### src/rtl/ram_arb_pkg.sv
package ram_arb_pkg;

    typedef enum logic [1:0] {
        ST_IDLE = 2'd0,
        ST_WIN  = 2'd1,
        ST_DMA  = 2'd2
    } arb_state_e;

    typedef enum logic [1:0] {
        OWN_NONE = 2'd0,
        OWN_HOST = 2'd1,
        OWN_DMA  = 2'd2
    } ram_owner_e;

    // Last window cycle index (exclusive) in which an in-flight access may run
    function automatic int win_limit(input int ack_cyc, input int finish_cyc);
        return ack_cyc + finish_cyc;
    endfunction

    function automatic int cnt_width(input int limit);
        return (limit < 2) ? 1 : $clog2(limit + 1);
    endfunction

endpackage

### src/rtl/arb_ctrl.sv
module arb_ctrl
    import ram_arb_pkg::*;
#(
    parameter int ACK_CYC    = 10,
    parameter int FINISH_CYC = 160
) (
    input  logic       clk,
    input  logic       rst,
    input  logic       strobe_win,
    input  logic       host_req,
    input  logic       dma_req,
    input  logic       dma_done,
    output ram_owner_e owner,
    output logic       host_ack_n,
    output logic       host_hold,
    output logic       host_timeout
);
    localparam int LIMIT = win_limit(ACK_CYC, FINISH_CYC);
    localparam int CNT_W = cnt_width(LIMIT);
    localparam logic [CNT_W-1:0] LIMIT_V = CNT_W'(LIMIT);
    localparam logic [CNT_W-1:0] ACK_V   = CNT_W'(ACK_CYC);

    arb_state_e       state_q, state_d;
    logic [CNT_W-1:0] cnt_q, cnt_d;
    logic             infl_q, infl_d;
    logic             ackd_q, ackd_d;
    logic             tout_q, tout_d;
    logic             in_time;

    always_comb begin
        state_d = state_q;
        cnt_d   = cnt_q;
        infl_d  = infl_q;
        ackd_d  = ackd_q;
        tout_d  = tout_q;
        owner   = OWN_NONE;
        in_time = strobe_win && (cnt_q < LIMIT_V);
        case (state_q)
            ST_IDLE: begin
                if (host_req) owner = OWN_HOST;
                if (strobe_win) begin
                    state_d = ST_WIN;
                    cnt_d   = '0;
                    infl_d  = host_req;
                    ackd_d  = host_req;
                end
            end
            ST_WIN: begin
                if (infl_q && host_req) begin
                    if (in_time) begin
                        owner = OWN_HOST;
                    end else begin
                        tout_d = 1'b1;
                        infl_d = 1'b0;
                    end
                end
                if (!host_req) infl_d = 1'b0;
                if (cnt_q != LIMIT_V) cnt_d = cnt_q + 1'b1;
                if (!strobe_win) begin
                    state_d = ST_DMA;
                    infl_d  = 1'b0;
                end
            end
            ST_DMA: begin
                if (dma_req) owner = OWN_DMA;
                if (dma_done) state_d = ST_IDLE;
            end
            default: state_d = ST_IDLE;
        endcase
    end

    always_ff @(posedge clk) begin
        if (rst) begin
            state_q <= ST_IDLE;
            cnt_q   <= '0;
            infl_q  <= 1'b0;
            ackd_q  <= 1'b0;
            tout_q  <= 1'b0;
        end else begin
            state_q <= state_d;
            cnt_q   <= cnt_d;
            infl_q  <= infl_d;
            ackd_q  <= ackd_d;
            tout_q  <= tout_d;
        end
    end

    assign host_ack_n   = !((state_q == ST_WIN) && ackd_q && (cnt_q < ACK_V));
    assign host_hold    = (state_q != ST_IDLE) && (owner != OWN_HOST);
    assign host_timeout = tout_q;

endmodule

### src/rtl/ram_port_mux.sv
module ram_port_mux
    import ram_arb_pkg::*;
#(
    parameter int ADDR_W = 10,
    parameter int DATA_W = 16
) (
    input  ram_owner_e        owner,
    input  logic              host_we,
    input  logic [ADDR_W-1:0] host_addr,
    input  logic [DATA_W-1:0] host_wdata,
    input  logic              dma_we,
    input  logic [ADDR_W-1:0] dma_addr,
    input  logic [DATA_W-1:0] dma_wdata,
    output logic              ram_en,
    output logic              ram_we,
    output logic [ADDR_W-1:0] ram_addr,
    output logic [DATA_W-1:0] ram_wdata
);
    always_comb begin
        ram_en    = 1'b0;
        ram_we    = 1'b0;
        ram_addr  = '0;
        ram_wdata = '0;
        case (owner)
            OWN_HOST: begin
                ram_en    = 1'b1;
                ram_we    = host_we;
                ram_addr  = host_addr;
                ram_wdata = host_wdata;
            end
            OWN_DMA: begin
                ram_en    = 1'b1;
                ram_we    = dma_we;
                ram_addr  = dma_addr;
                ram_wdata = dma_wdata;
            end
            default: ;
        endcase
    end
endmodule

### src/rtl/ram_share_arbiter.sv
module ram_share_arbiter
    import ram_arb_pkg::*;
#(
    parameter int ADDR_W     = 10,
    parameter int DATA_W     = 16,
    parameter int ACK_CYC    = 10,
    parameter int FINISH_CYC = 160
) (
    input  logic              clk,
    input  logic              rst,
    input  logic              host_req,
    input  logic              host_we,
    input  logic [ADDR_W-1:0] host_addr,
    input  logic [DATA_W-1:0] host_wdata,
    input  logic              strobe_win,
    input  logic              dma_req,
    input  logic              dma_we,
    input  logic [ADDR_W-1:0] dma_addr,
    input  logic [DATA_W-1:0] dma_wdata,
    input  logic              dma_done,
    output logic              host_ack_n,
    output logic              host_hold,
    output logic              host_timeout,
    output logic              ram_en,
    output logic              ram_we,
    output logic [ADDR_W-1:0] ram_addr,
    output logic [DATA_W-1:0] ram_wdata
);
    ram_owner_e owner;

    arb_ctrl #(
        .ACK_CYC    (ACK_CYC),
        .FINISH_CYC (FINISH_CYC)
    ) u_ctrl (
        .clk          (clk),
        .rst          (rst),
        .strobe_win   (strobe_win),
        .host_req     (host_req),
        .dma_req      (dma_req),
        .dma_done     (dma_done),
        .owner        (owner),
        .host_ack_n   (host_ack_n),
        .host_hold    (host_hold),
        .host_timeout (host_timeout)
    );

    ram_port_mux #(
        .ADDR_W (ADDR_W),
        .DATA_W (DATA_W)
    ) u_mux (
        .owner      (owner),
        .host_we    (host_we),
        .host_addr  (host_addr),
        .host_wdata (host_wdata),
        .dma_we     (dma_we),
        .dma_addr   (dma_addr),
        .dma_wdata  (dma_wdata),
        .ram_en     (ram_en),
        .ram_we     (ram_we),
        .ram_addr   (ram_addr),
        .ram_wdata  (ram_wdata)
    );
endmodule

### config.mk
export PLATFORM = sky130hd
export DESIGN_NAME = ram_share_arbiter
export DESIGN_NICKNAME = d
export VERILOG_FILES = /design/src/rtl/ram_arb_pkg.sv /design/src/rtl/arb_ctrl.sv /design/src/rtl/ram_port_mux.sv /design/src/rtl/ram_share_arbiter.sv
export SDC_FILE = /design/constraint.sdc
export NUM_CORES = 1
export LEC_CHECK = 0
export ABC_AREA = 1
export BUFFER_PORTS_ARGS = -buffer_cell sky130_fd_sc_hd__buf_2
export CORE_ASPECT_RATIO = 1.2
export CORE_MARGIN = 2
export CORE_UTILIZATION = 44
export CTS_CLUSTER_DIAMETER = 150
export DETAILED_ROUTE_END_ITERATION = 12
export GPL_ROUTABILITY_DRIVEN = 0
export MAX_ROUTING_LAYER = met4
export PLACE_DENSITY_LB_ADDON = 0.15
export SYNTH_ARGS = -nofsm -noshare
export SYNTH_HDL_FRONTEND = slang
export SYNTH_SLANG_ARGS = --single-unit
export TNS_END_PERCENT = 5
### constraint.sdc
create_clock -name clk -period 4.4 [get_ports clk]
set_input_delay 0.22 -clock clk [delete_from_list [all_inputs] [get_ports clk]]
set_output_delay 0.22 -clock clk [all_outputs]
set_load 0.02 [all_outputs]
# Word-level counts from Yosys, hierarchy flattened
# Cells that the tools add are included.
word_totals:
  regBits: 13
  out_inout_bits: 31
classes:
  mux: 22
  n_reduce_logical: 15
  magnitude_cmp: 2
  n_bitwise: 1
  n_addsub: 1
  eq_ne: 12
ops:
  columns: ["cell", "count"]
  rows:
  - ["16-bit one-hot mux with 2 select lines", 1]
  - ["10-bit one-hot mux with 2 select lines", 1]
  - ["8-bit two-way mux", 2]
  - ["8-bit one-hot mux with 2 select lines", 1]
  - ["2-bit one-hot mux with 3 select lines", 2]
  - ["2-bit two-way mux", 5]
  - ["3-bit AND reduction", 3]
  - ["8-bit by 1-bit adder with 8-bit output (second input constant)", 1]
  - ["8-bit by 4-bit less-than comparator with 1-bit output (second input constant)", 1]
  - ["8-bit less-than comparator (second input constant)", 1]
  - ["1-bit two-way mux", 8]
  - ["8-bit inequality test (second input constant)", 1]
  - ["2-bit inequality test (second input constant)", 3]
  - ["1-bit logical AND", 5]
  - ["2-bit by 1-bit == test with 1-bit output (second input constant)", 2]
  - ["2-bit == test (second input constant)", 2]
  - ["2-bit by 1-bit inequality test with 1-bit output (second input constant)", 2]
  - ["4-bit by 3-bit inequality test with 1-bit output (second input constant)", 1]
  - ["4-bit inequality test (second input constant)", 1]
  - ["1-bit one-hot mux with 2 select lines", 2]
  - ["4-bit AND reduction", 1]
  - ["2-bit nonzero test", 2]
  - ["2-bit logical NOT", 1]
  - ["2-bit AND reduction", 1]
  - ["other kinds (3)", 3]

# Longest topological paths before layout
logic_depth:
  ltp_word: 8
  depth_mapped: 12
  ltp_nobuf: 10

# Modules after synthesis
# Synthesis repeated with hierarchy kept, for this count alone.
unflattened:
  cells_unflattened: 221
  hier_area_um2: 1295.0
modules_own_cells:
  columns: ["mod", "cells_per_inst", "instances", "area_per_inst_um2"]
  rows:
  - ["arb_ctrl", 126, 1, 819.5]
  - ["ram_port_mux", 95, 1, 475.5]

# Worst setup path after synthesis
# Ideal clock, no wire load.
synth_timing:
  path_type: "register to output"
  from: "register u_ctrl.cnt_q[4]"
  to: "output port ram_addr[2]"
  path_stages_with_launch: 12
  path_slack_ns: 2.201
  path_buffers: 2
  arrival_time_ns: 1.979
  cell_sequence: "dfxtp_1 inv_1 nand2_1 nor2_4 nand2_1 nand3_1 o21ai_1 inv_1 ha_1 clkbuf_1 buf_1 a21oi_1"
synth_via:
  elab_chain_len: 7
synth_lines:
  columns: ["element", "line", "rtl"]
  rows:
  - ["start, declared", "arb_ctrl.sv:24", "logic [CNT_W-1:0] cnt_q, cnt_d;"]
  - ["start signal, assigned", "arb_ctrl.sv:81", "cnt_q <= cnt_d;"]
  - ["8-bit less-than comparator (*)", "arb_ctrl.sv:37", "in_time = strobe_win && (cnt_q < LIMIT_V);"]
  - ["1-bit logical AND (*)", "arb_ctrl.sv:37", null]
  - ["1-bit two-way mux (*)", "arb_ctrl.sv:50", "if (in_time) begin"]
  - ["2-bit two-way mux (*)", "arb_ctrl.sv:49", "if (infl_q && host_req) begin"]
  - ["2-bit one-hot mux with 3 select lines (*)", "arb_ctrl.sv:38", "case (state_q)"]
  - ["2-bit == test / 2-bit by 1-bit == test with 1-bit output (equally long branches)", "ram_port_mux.sv:24", "case (owner)"]
  - ["10-bit one-hot mux with 2 select lines (*)", "ram_port_mux.sv:24", null]
  - ["end, declared", "ram_share_arbiter.sv:26", "output logic [ADDR_W-1:0] ram_addr,"]
# Every way passes the cells marked *; elsewhere a longest branch is shown, timed or not.

# Final worst setup path
layout_timing:
  from: "register u_ctrl.cnt_q[4]"
  to: "output port ram_wdata[15]"
layout_via:
  elab_chain_len: 7
layout_lines:
  columns: ["element", "line", "rtl"]
  rows:
  - ["8-bit less-than comparator (*)", "arb_ctrl.sv:37", null]
  - ["1-bit logical AND (*)", "arb_ctrl.sv:37", null]
  - ["1-bit two-way mux (*)", "arb_ctrl.sv:50", null]
  - ["2-bit two-way mux (*)", "arb_ctrl.sv:49", null]
  - ["2-bit one-hot mux with 3 select lines (*)", "arb_ctrl.sv:38", null]
  - ["2-bit == test / 2-bit by 1-bit == test with 1-bit output (equally long branches)", "ram_port_mux.sv:24", null]
  - ["16-bit one-hot mux with 2 select lines (*)", "ram_port_mux.sv:24", null]
  - ["end, declared", "ram_share_arbiter.sv:27", "output logic [DATA_W-1:0] ram_wdata"]
# Marks and branches as above.

==> summary.md <==
| Metric | Value |
|---|---|
| Wirelength, routed | `3.78 mm` |
| Final ANT Viol Nets | `0` |
| Root Buffer Master | `clkbuf_4` |
| CTS tree | `yes` |
| Hold path start | `dma_done` |
| Most used cell, CP | `nand2_1` |
| Final setup fails | `0` |
| Dpl hpwl | `3.01 mm` |
| Largest family of logic cells by synthesized area | `simple AND/OR/NAND/NOR gates` |
| Synth cell types | `25` |
| Reg2Reg Depth | `9` |
| Rel. slew slack | `0.403` |
| Crit start category | `register` |
| Max cap viols | `0` |
| Setup ws final | `1.63 ns` |
| RR Endpoint | `u_ctrl.cnt_q[5]` |
| Sequential fraction of the synthesis area | `0.208` |
| First-pass GRT wire length | `5.67 mm` |
| Worst-path fanout max | `28` |
| IO Pins | `91` |
| Worst Max-Slew Pin Slew | `0.895 ns` |
| Crit end category | `output pin` |
| Max Clk Rate | `362 MHz` |
| Setup bufs post-CTS | `0` |
| Post-synth top area share | `0.255` |
| Minimum clock period | `2.77 ns` |
| Clock sinks | `13` |
| Clk slew on worst S/H paths | `0.07 ns` |
| Share of layout cells above drive strength 1 | `0.345` |
| Commonest non-fill, non-tap cell in the layout | `buf_2` |
| GRT Total Usage | `0.221` |
| CORE AREA | `2760 µm²` |
| Dominant cell type by area after synthesis | `nand2_1` |
| Largest net degree at the start of global routing | `29` |
| Most frequent cells in the layout | `90 x buf_2, 85 x nand2_1, 38 x a21oi_1` |
| Adder-Cell Fraction of Synth Area | `0.0400` |
| Mux cell area share after synthesis | `0` |
| Data required time at the worst endpoint | `4.18 ns` |
| Mapped Cells | `223` |
| Buffers on Ports | `90` |
| Core Rows | `21` |
| Area Overhead vs Synth | `37.4%` |
| Largest stage delay on the critical path | `0.77 ns` |
| Initial antenna violation count | `0` |
| Die width | `52.7 µm` |
| Post-synthesis xor/xnor area fraction | `0` |
| Starting Density | `0.454` |
| Fin util | `0.624` |
| Crit-path cells | `inv_1, nand2_1, nor2_4, nand2_1, nand3_1, o21ai_1, ha_1, nand2_1, a21oi_1, buf_2` |
| Tcrit/Tclk final | `0.629` |
| Status | `complete, no violations` |
| Net count after synthesis | `287` |
| #FFs+latches synth | `13` |
| Die area | `3290 µm²` |
| Maximum root-to-sink buffer count | `2` |
| Worst-skew pair later-pin latency | `0.27 ns` |
| Power per cell area | `176 nW/µm²` |
| Drt pass-1 iters | `4` |
| Pleak | `0.834 nW` |
| DIE HEIGHT | `62.4 µm` |
| CTS Buf Count | `3` |
| IR drop worst, VDD | `0.000188 V` |
| CP arrival | `2.55 ns` |
| Post-layout nets | `372` |
| Yosys warning count | `0` |
| Pre-CTS setup slack | `1.92 ns` |
| Worst Hold End | `u_ctrl.state_q[1]` |
| CTS Hold Buffers Added | `0` |
| Top post-synthesis cells by area | `nand2_1 25%, dfxtp_1 21%, a21oi_1 15%` |
| H-tree depth | `1` |
| Placed cell count | `337` |
| Hold crit path type | `primary input to register` |
| Worst R2R Setup Slack | `2.94 ns` |
| Final hold vios | `0` |
| Drt wl/cell | `11.1 µm` |
| Avg Inst Size Synth | `5.62 µm²` |
| Post-cts resize count | `0` |
| CP delay by family, top | `adder cells` |
| Vias per cell | `4.79` |
| Worst R2R Start | `u_ctrl.cnt_q[0]` |
| # DRC | `0` |
| GRT overflow | `0` |
| Final Max Tran Viols | `0` |
| N_diodes | `0` |
| Routed vias | `1632` |
| RSZ-0062 raised after global routing | `false` |
| Vias in the first global route | `1329` |
| Setup CP Type | `register to output pin` |
| Worst clock skew | `0.00101 ns` |
| Worst Hold Path Cells | `3` |
| Slowest CP cell | `ha_1` |
| Compound-Gate Fraction of Synth Area | `0.185` |
| Starting DRT DRC Count | `45` |
| Synth Area in Simple Gates | `0.467` |
| Non-filler cells, final | `341` |
| Setup TNS | `0 ns` |
| Cell area after synthesis | `1250 µm²` |
| WP buf/inv | `2` |
==> cells in the mapped netlist <==
master / count
a21oi_1: 38
a21oi_2: 1
buf_1: 2
buf_2: 4
clkbuf_1: 3
dfxtp_1: 13
dlymetal6s2s_1: 1
ha_1: 4
inv_1: 18
inv_2: 2
nand2_1: 85
nand2_2: 2
nand2_4: 3
nand3_1: 14
nand3_4: 1
nand3b_1: 1
nand4_1: 2
nor2_1: 16
nor2_2: 2
nor2_4: 2
nor3_1: 2
o21a_1: 1
o21ai_0: 4
o21ai_1: 1
or2_1: 1
==> registers in the layout, indices dropped and copies added (netlist names) <==
name / count
u_ctrl.state_q: 2
u_ctrl.host_timeout: 1
u_ctrl.ackd_q: 1
u_ctrl.cnt_q: 8
u_ctrl.infl_q: 1
==> worst min-delay path: stages <==
cell,delay (ns)
buf_2,0.07
nand3b_1,0.09
a21oi_1,0.06
==> logic make-up (layout without fill, tap and decap cells) <==
kind of cell / count (synthesis) / in the layout
simple gates: 131 / 131
compound gates: 45 / 45
buf+inv: 30 / 114
flops: 13 / 13
fa+ha+maj: 4 / 4
==> through the flow <==
stage	instance area (µm²)	total power [mW]	hold WS, ns
2_1_floorplan	1250	0.189	0.289
3_3_place_gp	1690	0.235	0.467
3_5_place_dp	1690	0.235	0.472
4_1_cts	1720	0.306	0.215
5_1_grt	1720	0.321	0.263
6_report	1720	0.303	0.220
==> power by group <==
group	switching [mW]	leakage, nW	total, mW	internal (mW)
registers	0.00325	0.106	0.124	0.121
logic	0.0655	0.714	0.108	0.0424
clock network	0.0359	0.0150	0.0710	0.0351
==> layout make-up <==
type / count / area (µm²)
Clock buffer: 4 / 26.3
Timing Repair Buffer: 90 / 450
Inverter: 20 / 75.1
Tap cell: 34 / 42.5
Sequential cell: 13 / 260
Multi-Input combinational cell: 180 / 866
Fill cell: 291 / 1040
==> routing by layer <==
| layer | track usage | part of all wire | vias up |
|---|---|---|---|
| met3 | 0.0311 | 0.088 | 6 |
| met2 | 0.391 | 0.50 | 60 |
| met1 | 0.251 | 0.40 | 687 |
| li1 | - | - | 879 |
| met4 | 0.0609 | 0.0090 | 0 |
| met5 | - | 0 | - |
==> worst max path at each step <==
| stage | slack (ns) | depth (start not counted) | from | to |
|---|---|---|---|---|
| floorplan | 2.20 | 11 | u_ctrl.cnt_q[4] | ram_addr[2] |
| global placement | 1.92 | 10 | u_ctrl.cnt_q[4] | ram_wdata[2] |
| detailed placement | 1.92 | 10 | u_ctrl.cnt_q[4] | ram_wdata[15] |
| CTS | 1.62 | 10 | u_ctrl.cnt_q[6] | ram_wdata[2] |
| global route | 1.30 | 9 | u_ctrl.cnt_q[5] | ram_wdata[15] |
| finish | 1.63 | 10 | u_ctrl.cnt_q[4] | ram_wdata[15] |
Power figures use the tool's default switching activity.
